### src/rtl/irq_prio_pkg.sv
package irq_prio_pkg;
  localparam int LVL_W  = 3;
  localparam int ID_W   = 5;
  localparam logic [LVL_W-1:0] LVL_TOP = '1;
  localparam logic [ID_W-1:0]  ID_NMI  = 5'd29;
  localparam logic [ID_W-1:0]  ID_WDT  = 5'd30;
  localparam logic [ID_W-1:0]  ID_RST  = 5'd31;

  typedef struct packed {
    logic             iflag;
    logic [LVL_W-1:0] ipl;
  } stat_t;
endpackage

### src/rtl/irq_chain_stage.sv
module irq_chain_stage
  import irq_prio_pkg::*;
#(
  parameter int IDX = 0
) (
  input  logic             req_i,
  input  logic [LVL_W-1:0] lvl_i,
  input  logic             up_vld_i,
  input  logic [LVL_W-1:0] up_lvl_i,
  input  logic [ID_W-1:0]  up_id_i,
  output logic             dn_vld_o,
  output logic [LVL_W-1:0] dn_lvl_o,
  output logic [ID_W-1:0]  dn_id_o
);
  logic claim;

  // strictly higher only: an equal level leaves the upstream winner in place
  assign claim = req_i && (lvl_i > up_lvl_i);

  always_comb begin
    if (claim) begin
      dn_vld_o = 1'b1;
      dn_lvl_o = lvl_i;
      dn_id_o  = ID_W'(IDX);
    end else begin
      dn_vld_o = up_vld_i;
      dn_lvl_o = up_lvl_i;
      dn_id_o  = up_id_i;
    end
  end
endmodule

### src/rtl/irq_sample_timer.sv
module irq_sample_timer #(
  parameter int CNT_W = 4
) (
  input  logic             clk,
  input  logic             rst_n,
  input  logic             fetch_i,
  input  logic             phase_hi_i,
  input  logic [CNT_W-1:0] dly_i,
  output logic             sample_o,
  output logic             eval_o
);
  logic             busy_q, busy_d;
  logic [CNT_W-1:0] cnt_q, cnt_d;

  assign sample_o = fetch_i && phase_hi_i && !busy_q;
  assign eval_o   = busy_q && (cnt_q == '0);

  always_comb begin
    busy_d = busy_q;
    cnt_d  = cnt_q;
    if (sample_o) begin
      busy_d = 1'b1;
      cnt_d  = dly_i;
    end else if (eval_o) begin
      busy_d = 1'b0;
    end else if (busy_q) begin
      cnt_d  = cnt_q - 1'b1;
    end
  end

  always_ff @(posedge clk or negedge rst_n) begin
    if (!rst_n) begin
      busy_q <= 1'b0;
      cnt_q  <= '0;
    end else begin
      busy_q <= busy_d;
      cnt_q  <= cnt_d;
    end
  end
endmodule

### src/rtl/irq_prio_resolver.sv
module irq_prio_resolver
  import irq_prio_pkg::*;
#(
  parameter int NUM_SRC = 18,
  parameter int CNT_W   = 4
) (
  input  logic                     clk,
  input  logic                     rst_n,
  input  logic [NUM_SRC-1:0]       src_set_i,
  input  logic [NUM_SRC*LVL_W-1:0] src_lvl_i,
  input  logic                     nmi_set_i,
  input  logic                     wdt_set_i,
  input  logic                     rst_set_i,
  input  logic                     fetch_i,
  input  logic                     phase_hi_i,
  input  logic [CNT_W-1:0]         dly_sel_i,
  input  logic                     ps_wr_i,
  input  logic                     ps_iflag_i,
  input  logic [LVL_W-1:0]         ps_ipl_i,
  output logic                     acc_o,
  output logic [ID_W-1:0]          acc_id_o,
  output logic [LVL_W:0]           ps_save_o,
  output logic [LVL_W-1:0]         ipl_o,
  output logic                     iflag_o,
  output logic [NUM_SRC-1:0]       req_pend_o
);
  localparam int FIX_N = 3;   // [2] reset, [1] watchdog, [0] nmi

  // reset: asserted asynchronously, released on a clock edge
  logic rst_s1, rst_sn;
  always_ff @(posedge clk or negedge rst_n) begin
    if (!rst_n) begin
      rst_s1 <= 1'b0;
      rst_sn <= 1'b0;
    end else begin
      rst_s1 <= 1'b1;
      rst_sn <= rst_s1;
    end
  end

  logic sample, eval;
  irq_sample_timer #(.CNT_W(CNT_W)) u_timer (
    .clk        (clk),
    .rst_n      (rst_sn),
    .fetch_i    (fetch_i),
    .phase_hi_i (phase_hi_i),
    .dly_i      (dly_sel_i),
    .sample_o   (sample),
    .eval_o     (eval)
  );

  logic [NUM_SRC-1:0]       pend_q, pend_d;
  logic [FIX_N-1:0]         fix_q, fix_d;
  logic [NUM_SRC-1:0]       snap_req_q, snap_req_d;
  logic [NUM_SRC*LVL_W-1:0] snap_lvl_q, snap_lvl_d;
  logic [FIX_N-1:0]         snap_fix_q, snap_fix_d;
  stat_t                    stat_q, stat_d;
  logic                     acc_q, acc_d;
  logic [ID_W-1:0]          id_q, id_d;
  stat_t                    save_q, save_d;

  // serial priority chain, index 0 at the top
  logic             c_vld [NUM_SRC+1];
  logic [LVL_W-1:0] c_lvl [NUM_SRC+1];
  logic [ID_W-1:0]  c_id  [NUM_SRC+1];

  assign c_vld[0] = 1'b0;
  assign c_lvl[0] = '0;
  assign c_id[0]  = '0;

  for (genvar g = 0; g < NUM_SRC; g++) begin : g_chain
    irq_chain_stage #(.IDX(g)) u_stage (
      .req_i    (snap_req_q[g]),
      .lvl_i    (snap_lvl_q[g*LVL_W +: LVL_W]),
      .up_vld_i (c_vld[g]),
      .up_lvl_i (c_lvl[g]),
      .up_id_i  (c_id[g]),
      .dn_vld_o (c_vld[g+1]),
      .dn_lvl_o (c_lvl[g+1]),
      .dn_id_o  (c_id[g+1])
    );
  end

  // decision
  logic             fix_hit, msk_ok, take, take_msk;
  logic [FIX_N-1:0] fix_sel;
  logic [ID_W-1:0]  fix_id;

  always_comb begin
    fix_hit = |snap_fix_q;
    fix_sel = '0;
    fix_id  = ID_NMI;
    if (snap_fix_q[2]) begin
      fix_sel[2] = 1'b1;
      fix_id     = ID_RST;
    end else if (snap_fix_q[1]) begin
      fix_sel[1] = 1'b1;
      fix_id     = ID_WDT;
    end else if (snap_fix_q[0]) begin
      fix_sel[0] = 1'b1;
    end
    msk_ok   = c_vld[NUM_SRC] && (c_lvl[NUM_SRC] > stat_q.ipl) && !stat_q.iflag;
    take     = eval && (fix_hit || msk_ok);
    take_msk = take && !fix_hit;
  end

  // next state
  always_comb begin
    for (int i = 0; i < NUM_SRC; i++) begin
      pend_d[i] = src_set_i[i] |
                  (pend_q[i] & !(take_msk && (c_id[NUM_SRC] == ID_W'(i))));
    end
    fix_d = {rst_set_i, wdt_set_i, nmi_set_i} |
            (fix_q & ~(take && fix_hit ? fix_sel : '0));

    snap_req_d = snap_req_q;
    snap_lvl_d = snap_lvl_q;
    snap_fix_d = snap_fix_q;
    if (sample) begin
      snap_req_d = pend_q;
      snap_lvl_d = src_lvl_i;
      snap_fix_d = fix_q;
    end

    stat_d = stat_q;
    save_d = save_q;
    acc_d  = take;
    id_d   = id_q;
    if (take) begin
      save_d       = stat_q;
      stat_d.iflag = 1'b1;
      stat_d.ipl   = fix_hit ? LVL_TOP : c_lvl[NUM_SRC];
      id_d         = fix_hit ? fix_id : c_id[NUM_SRC];
    end else if (ps_wr_i) begin
      stat_d.iflag = ps_iflag_i;
      stat_d.ipl   = ps_ipl_i;
    end
  end

  // registers
  always_ff @(posedge clk or negedge rst_sn) begin
    if (!rst_sn) begin
      pend_q     <= '0;
      fix_q      <= '0;
      snap_req_q <= '0;
      snap_lvl_q <= '0;
      snap_fix_q <= '0;
      stat_q     <= '{iflag: 1'b1, ipl: '0};
      save_q     <= '0;
      acc_q      <= 1'b0;
      id_q       <= '0;
    end else begin
      pend_q     <= pend_d;
      fix_q      <= fix_d;
      snap_req_q <= snap_req_d;
      snap_lvl_q <= snap_lvl_d;
      snap_fix_q <= snap_fix_d;
      stat_q     <= stat_d;
      save_q     <= save_d;
      acc_q      <= acc_d;
      id_q       <= id_d;
    end
  end

  assign acc_o      = acc_q;
  assign acc_id_o   = id_q;
  assign ps_save_o  = save_q;
  assign ipl_o      = stat_q.ipl;
  assign iflag_o    = stat_q.iflag;
  assign req_pend_o = pend_q;
endmodule

### config.mk
export PLATFORM = sky130hd
export DESIGN_NAME = irq_prio_resolver
export DESIGN_NICKNAME = d
export VERILOG_FILES = /design/src/rtl/irq_prio_pkg.sv /design/src/rtl/irq_chain_stage.sv /design/src/rtl/irq_sample_timer.sv /design/src/rtl/irq_prio_resolver.sv
export SDC_FILE = /design/constraint.sdc
export NUM_CORES = 1
export LEC_CHECK = 0
export CAP_MARGIN = 10
export CORE_UTILIZATION = 55
export DETAILED_ROUTE_END_ITERATION = 10
export PLACE_DENSITY = 0.83
export SYNTH_ARGS = -nofsm -noshare
export SYNTH_HDL_FRONTEND = slang
export SYNTH_HIERARCHICAL = 1
export SYNTH_SLANG_ARGS = --single-unit
### constraint.sdc
create_clock -name clk -period 5.05 [get_ports clk]
set_clock_uncertainty 0.1 [all_clocks]
set_input_delay 1.01 -clock clk [delete_from_list [all_inputs] [get_ports clk]]
set_output_delay 1.01 -clock clk [all_outputs]
set_load 0.005 [all_outputs]
Word-level counts from Yosys, hierarchy flattened
Index checks and enable logic that the tools add are counted.
{"block": "totals", "input_bits": 88, "wordCells": 235, "regBits": 117}
{"block": "op_classes", "n_mux": 70, "n_bitwise": 39, "magnitude_cmp": 19, "reduce_logical": 73, "eq_ne": 18, "n_addsub": 1}
{"cell": "$mux W3", "n": 24}
{"cell": "$gt A3 B3 Y1", "n": 18}
{"cell": "$mux W4", "n": 13}
{"cell": "$logic_and A1 B1 Y1", "n": 44}
{"cell": "$eq A5 B4 Y1 const B", "n": 8}
{"cell": "$mux W1", "n": 25}
{"cell": "$logic_not A1 Y1", "n": 21}
{"cell": "$eq A5 B3 Y1 const B", "n": 4}
{"cell": "$and A1 B1 Y1", "n": 18}
{"cell": "$or A1 B1 Y1", "n": 18}
{"cell": "$mux W5", "n": 3}
{"cell": "$eq A5 B2 Y1 const B", "n": 2}
{"cell": "$eq A5 B5 Y1 const B", "n": 2}
{"cell": "$mux W2", "n": 5}
{"cell": "$reduce_bool A2 Y1", "n": 3}
{"cell": "$eq A5 B1 Y1 const B", "n": 1}
{"cell": "$logic_not A5 Y1", "n": 1}
{"cell": "$logic_not A4 Y1", "n": 1}
{"cell": "$sub A4 B1 Y4 const B", "n": 1}
{"cell": "$and A3 B3 Y3", "n": 1}
{"cell": "$gt A3 B1 Y1 const B", "n": 1}
{"cell": "$not A3 Y3", "n": 1}
{"cell": "$or A3 B3 Y3", "n": 1}
{"cell": "$reduce_or A3 Y1", "n": 1}
{"cell": "3 further kinds", "n": 3}

Depth between registers and ports, before layout
Gate-level depths: netlist (run 1).
{"block": "depth", "ltp_word": 64, "mapped_depth": 115}

By module
The synthesis (run 1) kept the hierarchy.
{"module": "irq_prio_resolver", "instances": 1, "cells_per_inst": 318, "seq_area_each_um2": 2803.9, "area_each_um2": 4423.0}
{"module": "irq_chain_stage (g_chain[10].u_stage ...)", "instances": 12, "cells_per_inst": 19, "seq_area_each_um2": 0.0, "area_each_um2": 170.2}
{"module": "irq_chain_stage (g_chain[16].u_stage ...)", "instances": 5, "cells_per_inst": 19, "seq_area_each_um2": 0.0, "area_each_um2": 171.4}
{"module": "irq_sample_timer", "instances": 1, "cells_per_inst": 30, "seq_area_each_um2": 125.1, "area_each_um2": 336.6}
{"module": "irq_chain_stage (g_chain[0].u_stage)", "instances": 1, "cells_per_inst": 19, "seq_area_each_um2": 0.0, "area_each_um2": 172.7}

Worst setup path after synthesis (run 1)
Ideal clock, no wire load.
{"block": "synth_path", "kind": "flip-flop to flip-flop", "from": "reg snap_lvl_q[1]", "to": "reg pend_q[12], in the netlist req_pend_o[12]", "stages_incl_launch_ff": 100, "period_less_slack_ns": 23.652, "n_path_buf": 1, "arrival_ns": 23.424, "path_slack_ns": -18.602, "t_required_ns": 4.822, "setup_ns": 0.128, "cell_sequence": "dfrtp_1 > ha_1 > and2b_1 > o31ai_2 > a311oi_4 > mux2_2 > inv_1 > ha_1 > and2b_1 > o31ai_2 > a311oi_4 > mux2_2 > ha_1 > and2b_1 > o31ai_2 > a311oi_4 > mux2_2 > ha_1 > (+64 left out) > mux2_2 > inv_1 > ha_1 > and2b_1 > o31ai_2 > a311oi_4 > mux2_2 > ha_1 > and2b_1 > o31ai_2 > a311oi_4 > mux2_2 > ha_1 > nand3_1 > nand4b_1 > nor4_2 > buf_2 > a21oi_1"}
{"item": "start, declared", "line_no": "irq_prio_resolver.sv:55", "source": "logic [NUM_SRC*LVL_W-1:0] snap_lvl_q, snap_lvl_d;"}
{"item": "start signal, assigned", "line_no": "irq_prio_resolver.sv:156", "source": "snap_lvl_q <= snap_lvl_d;"}
{"item": "end signal, assigned", "line_no": "irq_prio_resolver.sv:153", "source": "pend_q <= pend_d;"}
{"item": "end, declared", "line_no": "irq_prio_resolver.sv:52", "source": "logic [NUM_SRC-1:0] pend_q, pend_d;"}

==> results of run 1 <==
state kept, by name, indices dropped and copies added, names as in the netlist:
signal / flops
rst_sn: 1
fix_q: 3
ipl_o: 3
rst_s1: 1
acc_o: 1
ps_save_o: 4
snap_fix_q: 3
u_timer/busy_q: 1
iflag_o: 1
snap_lvl_q: 54
snap_req_q: 18
u_timer/cnt_q: 4
req_pend_o: 18
acc_id_o: 5
cell type report:
class                           instances  area [sq um]  share of cell area (%)
Clock buffer                           22           464                    3.92
Multi-Input combinational cell        508          5630                    47.6
Tap cell                              180           225                    1.90
Inverter                               64           248                    2.09
Sequential cell                       117          2930                    24.8
Timing Repair Buffer                  244          2180                    18.5
Clock inverter                          9           151                    1.28
worst paths after layout:
kind | cells after the start | slack [ps] | endpoint | start
setup / recovery | 107 | -18430 | req_pend_o[11]$_DFF_PN0_ | snap_lvl_q[1]$_DFFE_PN0P_
hold / removal | 0 | 250 | rst_sn$_DFF_PN0_ | rst_s1$_DFF_PN0_
setup reg to reg | 107 | -18430 | req_pend_o[11]$_DFF_PN0_ | snap_lvl_q[1]$_DFFE_PN0P_
hold reg to reg | 0 | 250 | rst_sn$_DFF_PN0_ | rst_s1$_DFF_PN0_
max in group asynchronous | 1 | 3310 | snap_req_q[16]$_DFFE_PN0P_ | rst_sn$_DFF_PN0_
min in group asynchronous | 0 | 390 | snap_lvl_q[21]$_DFFE_PN0P_ | rst_sn$_DFF_PN0_
kinds of logic (layout without fill, tap and decap cells):
group	count (synthesis)	in the layout
mux	141	141
buf+inv	76	339
simple gates	219	219
fa+ha+maj	59	59
compound gates	76	76
flops	117	117
other cells	2	13
synth_stat cells (2+ instances only):
| cell type | count | area share (%) |
|---|---|---|
| nor2b_1 | 50 | 4.0 |
| nor2_1 | 39 | 1.9 |
| and2b_1 | 25 | 2.4 |
| clkbuf_1 | 5 | 0.24 |
| o21ai_0 | 5 | 0.32 |
| o31ai_2 | 18 | 2.9 |
| nand2_1 | 11 | 0.53 |
| ha_1 | 59 | 9.4 |
| mux2_4 | 2 | 0.38 |
| o22a_1 | 2 | 0.22 |
| a21oi_1 | 21 | 1.3 |
| a21o_1 | 2 | 0.19 |
| dfrtp_1 | 116 | 37 |
| a311oi_4 | 18 | 6.0 |
| or3_1 | 3 | 0.24 |
| inv_4 | 2 | 0.16 |
| conb_1 | 2 | 0.096 |
| nor4_1 | 5 | 0.40 |
| mux2_2 | 133 | 19 |
| nand2b_1 | 4 | 0.32 |
| nor3_1 | 15 | 0.96 |
| nand3_1 | 2 | 0.13 |
| mux2i_1 | 6 | 0.77 |
| a2bb2oi_1 | 2 | 0.22 |
| or2_2 | 52 | 4.2 |
| inv_1 | 62 | 3.0 |
| buf_2 | 6 | 0.38 |
repair_timing:
item / 4_1_cts / 5_1_grt
hold buffers: 0 / 0
setup buffers: 16 / 13
gates cloned: 0 / 1
pin swaps: 1 / 8
setup endpoints to repair: 32 / 32
hold endpoints to repair: 0 / 0
gates resized for setup: 34 / 65
worst max-delay path: cells and delay by family (launching register included):
kind	cells	cell delay [ps]
multiplexers	18	6290
buffers and inverters	14	1660
adder cells (fa/ha/maj)	19	3410
AO/OA/AOI/OAI	35	7560
flip-flops	1	410
AND/OR/NAND/NOR	21	3900
metal layers:
layer	GRT usage (%)	up-vias	part of all wire [%]
li1	-	2932	-
met1	33.4	3217	39
met2	54.8	217	53
met3	6.39	60	4.2
met4	14.5	0	3.1
met5	0	-	0
metrics by stage:
| stage | setup WS, ps | instances | cell area (sq um) |
|---|---|---|---|
| after floorplan | -17060 | 701 | 8380 |
| after global placement | -16640 | 1083 | 10500 |
| after detailed placement | -17570 | 1083 | 10500 |
| after CTS | -17610 | 1130 | 11400 |
| after global routing | -18980 | 1144 | 11800 |
| final | -18430 | 1144 | 11800 |
==> flow_metrics.py, run 1 <==
metrics = {
    "status": {
        "outcome": "complete, but fails checks",
        "violations": "negative setup slack",
    },
    "floorplanning": {
        "core.rowCount": 43,
        "io_pins": 120,
        "die_w_um": 121,
        "start_util_pct": 56.4,
        "die_area_sq_um": 14700,
        "chipHeight_um": 121,
        "core-area_sq_um": 13900,
    },
    "timing": {
        "fin_ws_ps": -18430,
        "grt_setup_unrepaired": "yes",
        "fin_setup_tns_ps": -587420,
        "drv_slew": 0,
        "setup_viol": 32,
        "max_freq_mhz": 42.6,
        "worst_pin_slew_ps": 1050,
        "slew_headroom_pct": 29.8,
        "period_minus_slack_ps": 23480,
        "fin_crit_sh_pct": 465,
        "hold_viol": 0,
        "hold_ws_ps": 254,
    },
    "placed_design": {
        "portBuffers": 119,
        "dp_hpwl_um": 14100,
        "place_congestion": 0.849,
    },
    "route": {
        "vias_per_cell": 5.62,
        "drt_first_pass_iters": 5,
        "drc": 0,
        "via_count": 6426,
        "ant_nets": 0,
        "drt_iter0_markers": 324,
        "wirelength_um": 23300,
        "routedWlPerCell_um": 20.3,
    },
    "cts": {
        "cts_made_buffers": 17,
        "cts.htree.levels": 4,
        "cts_tree": "done",
        "path_clk_slew_ps": 60,
        "cts_buffer_depth": 2,
        "root_buffer": "clkbuf_16",
        "clk_latency_ps": 420,
        "cts_num_sinks": 117,
    },
    "synthesis": {
        "yosys.area_share.adder_pct": 9.43,
        "synth_top_family_by_area": "multiplexers",
        "synth-seq-cells": 117,
        "yosys.area_share.simple_pct": 16.8,
        "synth_area_sq_um": 7830,
        "ys_seq_area_share_pct": 37.4,
        "synth_compound_area_share_pct": 12.2,
        "postSynthCellCount": 690,
        "ys_async_sr_fraction_pct": 100,
        "synth-xor-area-share_pct": 0,
        "syn_avg_cell_area_sq_um": 11.3,
        "synth_edf_count": 0,
        "ys_types": 50,
        "synthMuxAreaShare_pct": 20.3,
        "synth_warnings": 6,
        "synthFlopType": "dfrtp_1",
    },
    "finish": {
        "syn2layout_area_growth_pct": 51.1,
        "mostFrequentLayoutCells": "buf_4 (119), clkdlybuf4s50_1 (119), dfrtp_1 (115)",
        "final_layout_size_suffix_gt1_share_pct": 51.0,
        "fillers": 674,
        "fin_nets": 1099,
        "final_util_pct": 85.2,
        "diodes": 0,
    },
    "global_routing": {
        "grt_pass1_vias": 6761,
        "grt_use_total_pct": 30.3,
        "grt_max_degree": 79,
        "antenna_found_initial": 0,
        "grt_pass1_wl_um": 33700,
        "gr-total-overflow": 0,
    },
    "setup_path": {
        "cp_slowest_stage_delay_ps": 430,
        "crit_required_ps": 5250,
        "startpoint_type": "flip-flop",
        "critPathKind": "reg2reg",
        "crit_slowest_cell": "a311oi_4",
        "cp.arrival_ps": 23690,
        "crit_top_cell": "a311oi_4",
        "end_kind": "flip-flop",
        "critPathMaxFanout": 6,
    },
    "flow_run": {
        "max_cap_violations": 0,
    },
    "min_path": {
        "hp-class": "reg2reg",
    },
}
Power of run 1 is left out: the tool's default activity adds up to more than one toggle a clock period on the data nets, which glitch-free logic cannot reach.
==> inputs of run 2 (changes only) <==
CAP_MARGIN = not set   (was 10)
==> results of run 2 <==
No change in the layout: final DEF, timing and power equal those of run 1.
Power of run 2 is left out for the same reason.
==> inputs of run 3 (changes only) <==
RECOVER_POWER = 100   (was not set)
==> run 3 against run 2 <==
The run ends with max-capacitance violations, max-slew violations, negative setup slack left. Global-route usage unchanged. Utilization about the same. Worst setup slack better by 8.3 ps. Critical path type unchanged. Largest cell class unchanged.
==> flow_metrics.py, run 3 (synthesis gave the netlist of run 1 again) <==
metrics = {
    "global_routing": {
        "grt_pass1_vias": 6761,
        "antenna_found_initial": 0,
        "grt_pass1_wl_um": 33700,
        "grt_use_total_pct": 30.3,
        "gr-total-overflow": 0,
        "grt_max_degree": 79,
    },
    "placed_design": {
        "portBuffers": 119,
        "dp_hpwl_um": 14100,
        "place_congestion": 0.849,
    },
    "route": {
        "dr_wl_met2_um": 12300,
        "vias_per_cell": 5.61,
        "wirelength_um": 23200,
        "drc": 0,
        "wl_met1_um": 9230,
        "via_count": 6415,
        "top_layer": "met4",
        "drt_iter0_markers": 296,
        "drt_first_pass_iters": 4,
        "routedWlPerCell_um": 20.3,
        "ant_nets": 0,
        "dr_wl_met3_um": 946,
    },
    "setup_path": {
        "worstReg2RegEnd": "req_pend_o[10]$_DFF_PN0_",
        "cp.arrival_ps": 23680,
        "r2r.worst_path.cells": 107,
        "cp_slowest_stage_delay_ps": 430,
        "startpoint_type": "flip-flop",
        "r2r_start": "snap_lvl_q[1]$_DFFE_PN0P_",
        "reg2reg_slack_ps": -18430,
        "critPathKind": "reg2reg",
        "crit_slowest_cell": "a311oi_4",
        "crit_required_ps": 5250,
        "critPathMaxFanout": 6,
        "end_kind": "flip-flop",
        "crit_top_cell": "a311oi_4",
    },
    "floorplanning": {
        "die_w_um": 121,
        "die_area_sq_um": 14700,
        "chipHeight_um": 121,
        "core-area_sq_um": 13900,
        "start_util_pct": 56.4,
        "io_pins": 120,
        "core.rowCount": 43,
    },
    "cts": {
        "cts_tree": "done",
        "cts_made_buffers": 17,
        "cts_num_sinks": 117,
        "root_buffer": "clkbuf_16",
        "clk_latency_ps": 420,
        "cts_buffer_depth": 2,
        "path_clk_slew_ps": 50,
        "cts.htree.levels": 4,
    },
    "finish": {
        "top_register": "snap_lvl_q",
        "mostFrequentLayoutCells": "buf_4 (119), clkdlybuf4s50_1 (118), dfrtp_1 (116)",
        "diodes": 0,
        "fin_nets": 1099,
        "final_layout_size_suffix_gt1_share_pct": 50.9,
        "final_common_cell": "buf_4",
        "final_util_pct": 85.2,
        "syn2layout_area_growth_pct": 51.0,
        "largest_reg_flops": 54,
    },
    "min_path": {
        "whs_endpoint": "rst_sn$_DFF_PN0_",
        "hp-class": "reg2reg",
        "hold_depth": 0,
        "worstHoldStart": "rst_s1$_DFF_PN0_",
    },
    "timing": {
        "fin_crit_sh_pct": 465,
        "fin_setup_tns_ps": -587180,
        "drv_slew": 73,
        "slew_headroom_pct": -98.3,
        "period_minus_slack_ps": 23480,
        "hold_ws_ps": 254,
        "fin_ws_ps": -18430,
        "setup_viol": 32,
        "worst_pin_slew_ps": 2970,
        "grt_setup_unrepaired": "yes",
        "hold_viol": 0,
        "max_freq_mhz": 42.6,
    },
    "flow_run": {
        "max_cap_violations": 1,
    },
    "status": {
        "outcome": "complete, but fails checks",
        "violations": "max-capacitance violations, max-slew violations, negative setup slack",
    },
}
## run 3: changes by cell type in the layout (fill, tap and decap cells not counted)
cell	change
dfrtp_1	+1
dlygate4sd3_1	+1
dfrtp_4	-1
clkdlybuf4s50_1	-1
## run 3: layer usage
metal,vias to the layer above,global-route usage (%)
met4,0,14.5
met3,62,6.39
met5,-,0
met2,193,54.8
li1,2930,-
met1,3230,33.4
## run 3: final cells by class
| cell class | instances | area (sq um) |
|---|---|---|
| clock buffer | 22 | 464 |
| clock inverter | 9 | 151 |
| fill | 674 | 2050 |
| inverter | 64 | 248 |
| multi-input combinational | 508 | 5630 |
| sequential | 117 | 2930 |
| tap | 180 | 225 |
| timing repair buffer | 244 | 2180 |
## run 3: critical path: cells and delay by family, from the launching register on
kind / cells / cell delay [ps]
AOI/OAI and AO/OA: 35 / 7560
adders and majority gates: 19 / 3410
buffers and inverters: 14 / 1660
DFF: 1 / 410
muxes: 18 / 6290
and+or+nand+nor: 21 / 3890
## run 3: worst max path at each step
stage	from	to	slack, ps	cells past startpoint
floorplan	snap_lvl_q[1]$_DFFE_PN0P_	acc_id_o[0]$_DFFE_PN0N_	-17060	97
global placement	snap_lvl_q[1]$_DFFE_PN0P_	acc_id_o[1]$_DFFE_PN0N_	-16640	111
detailed placement	snap_lvl_q[1]$_DFFE_PN0P_	acc_id_o[1]$_DFFE_PN0N_	-17570	106
CTS	snap_lvl_q[1]$_DFFE_PN0P_	acc_id_o[1]$_DFFE_PN0N_	-17610	98
global route	snap_lvl_q[1]$_DFFE_PN0P_	acc_id_o[1]$_DFFE_PN0N_	-18980	105
finish	snap_lvl_q[1]$_DFFE_PN0P_	req_pend_o[10]$_DFF_PN0_	-18430	107
## run 3: metrics by stage
stage	instance area, sq um	setup slack, ps	std cells
6_report	11800	-18430	1144
2_1_floorplan	8380	-17060	701
3_3_place_gp	10500	-16640	1083
4_1_cts	11400	-17610	1130
5_1_grt	11800	-18980	1144
3_5_place_dp	10500	-17570	1083
## run 3: timing repair
item	4_1_cts	5_1_grt
hold endpoints to repair	0	0
gates resized for setup	34	65
hold buffers	0	0
setup buffers	16	13
pin swaps	1	8
cloned	0	1
setup endpoints to repair	32	32
Power of run 3 is left out for the same reason.
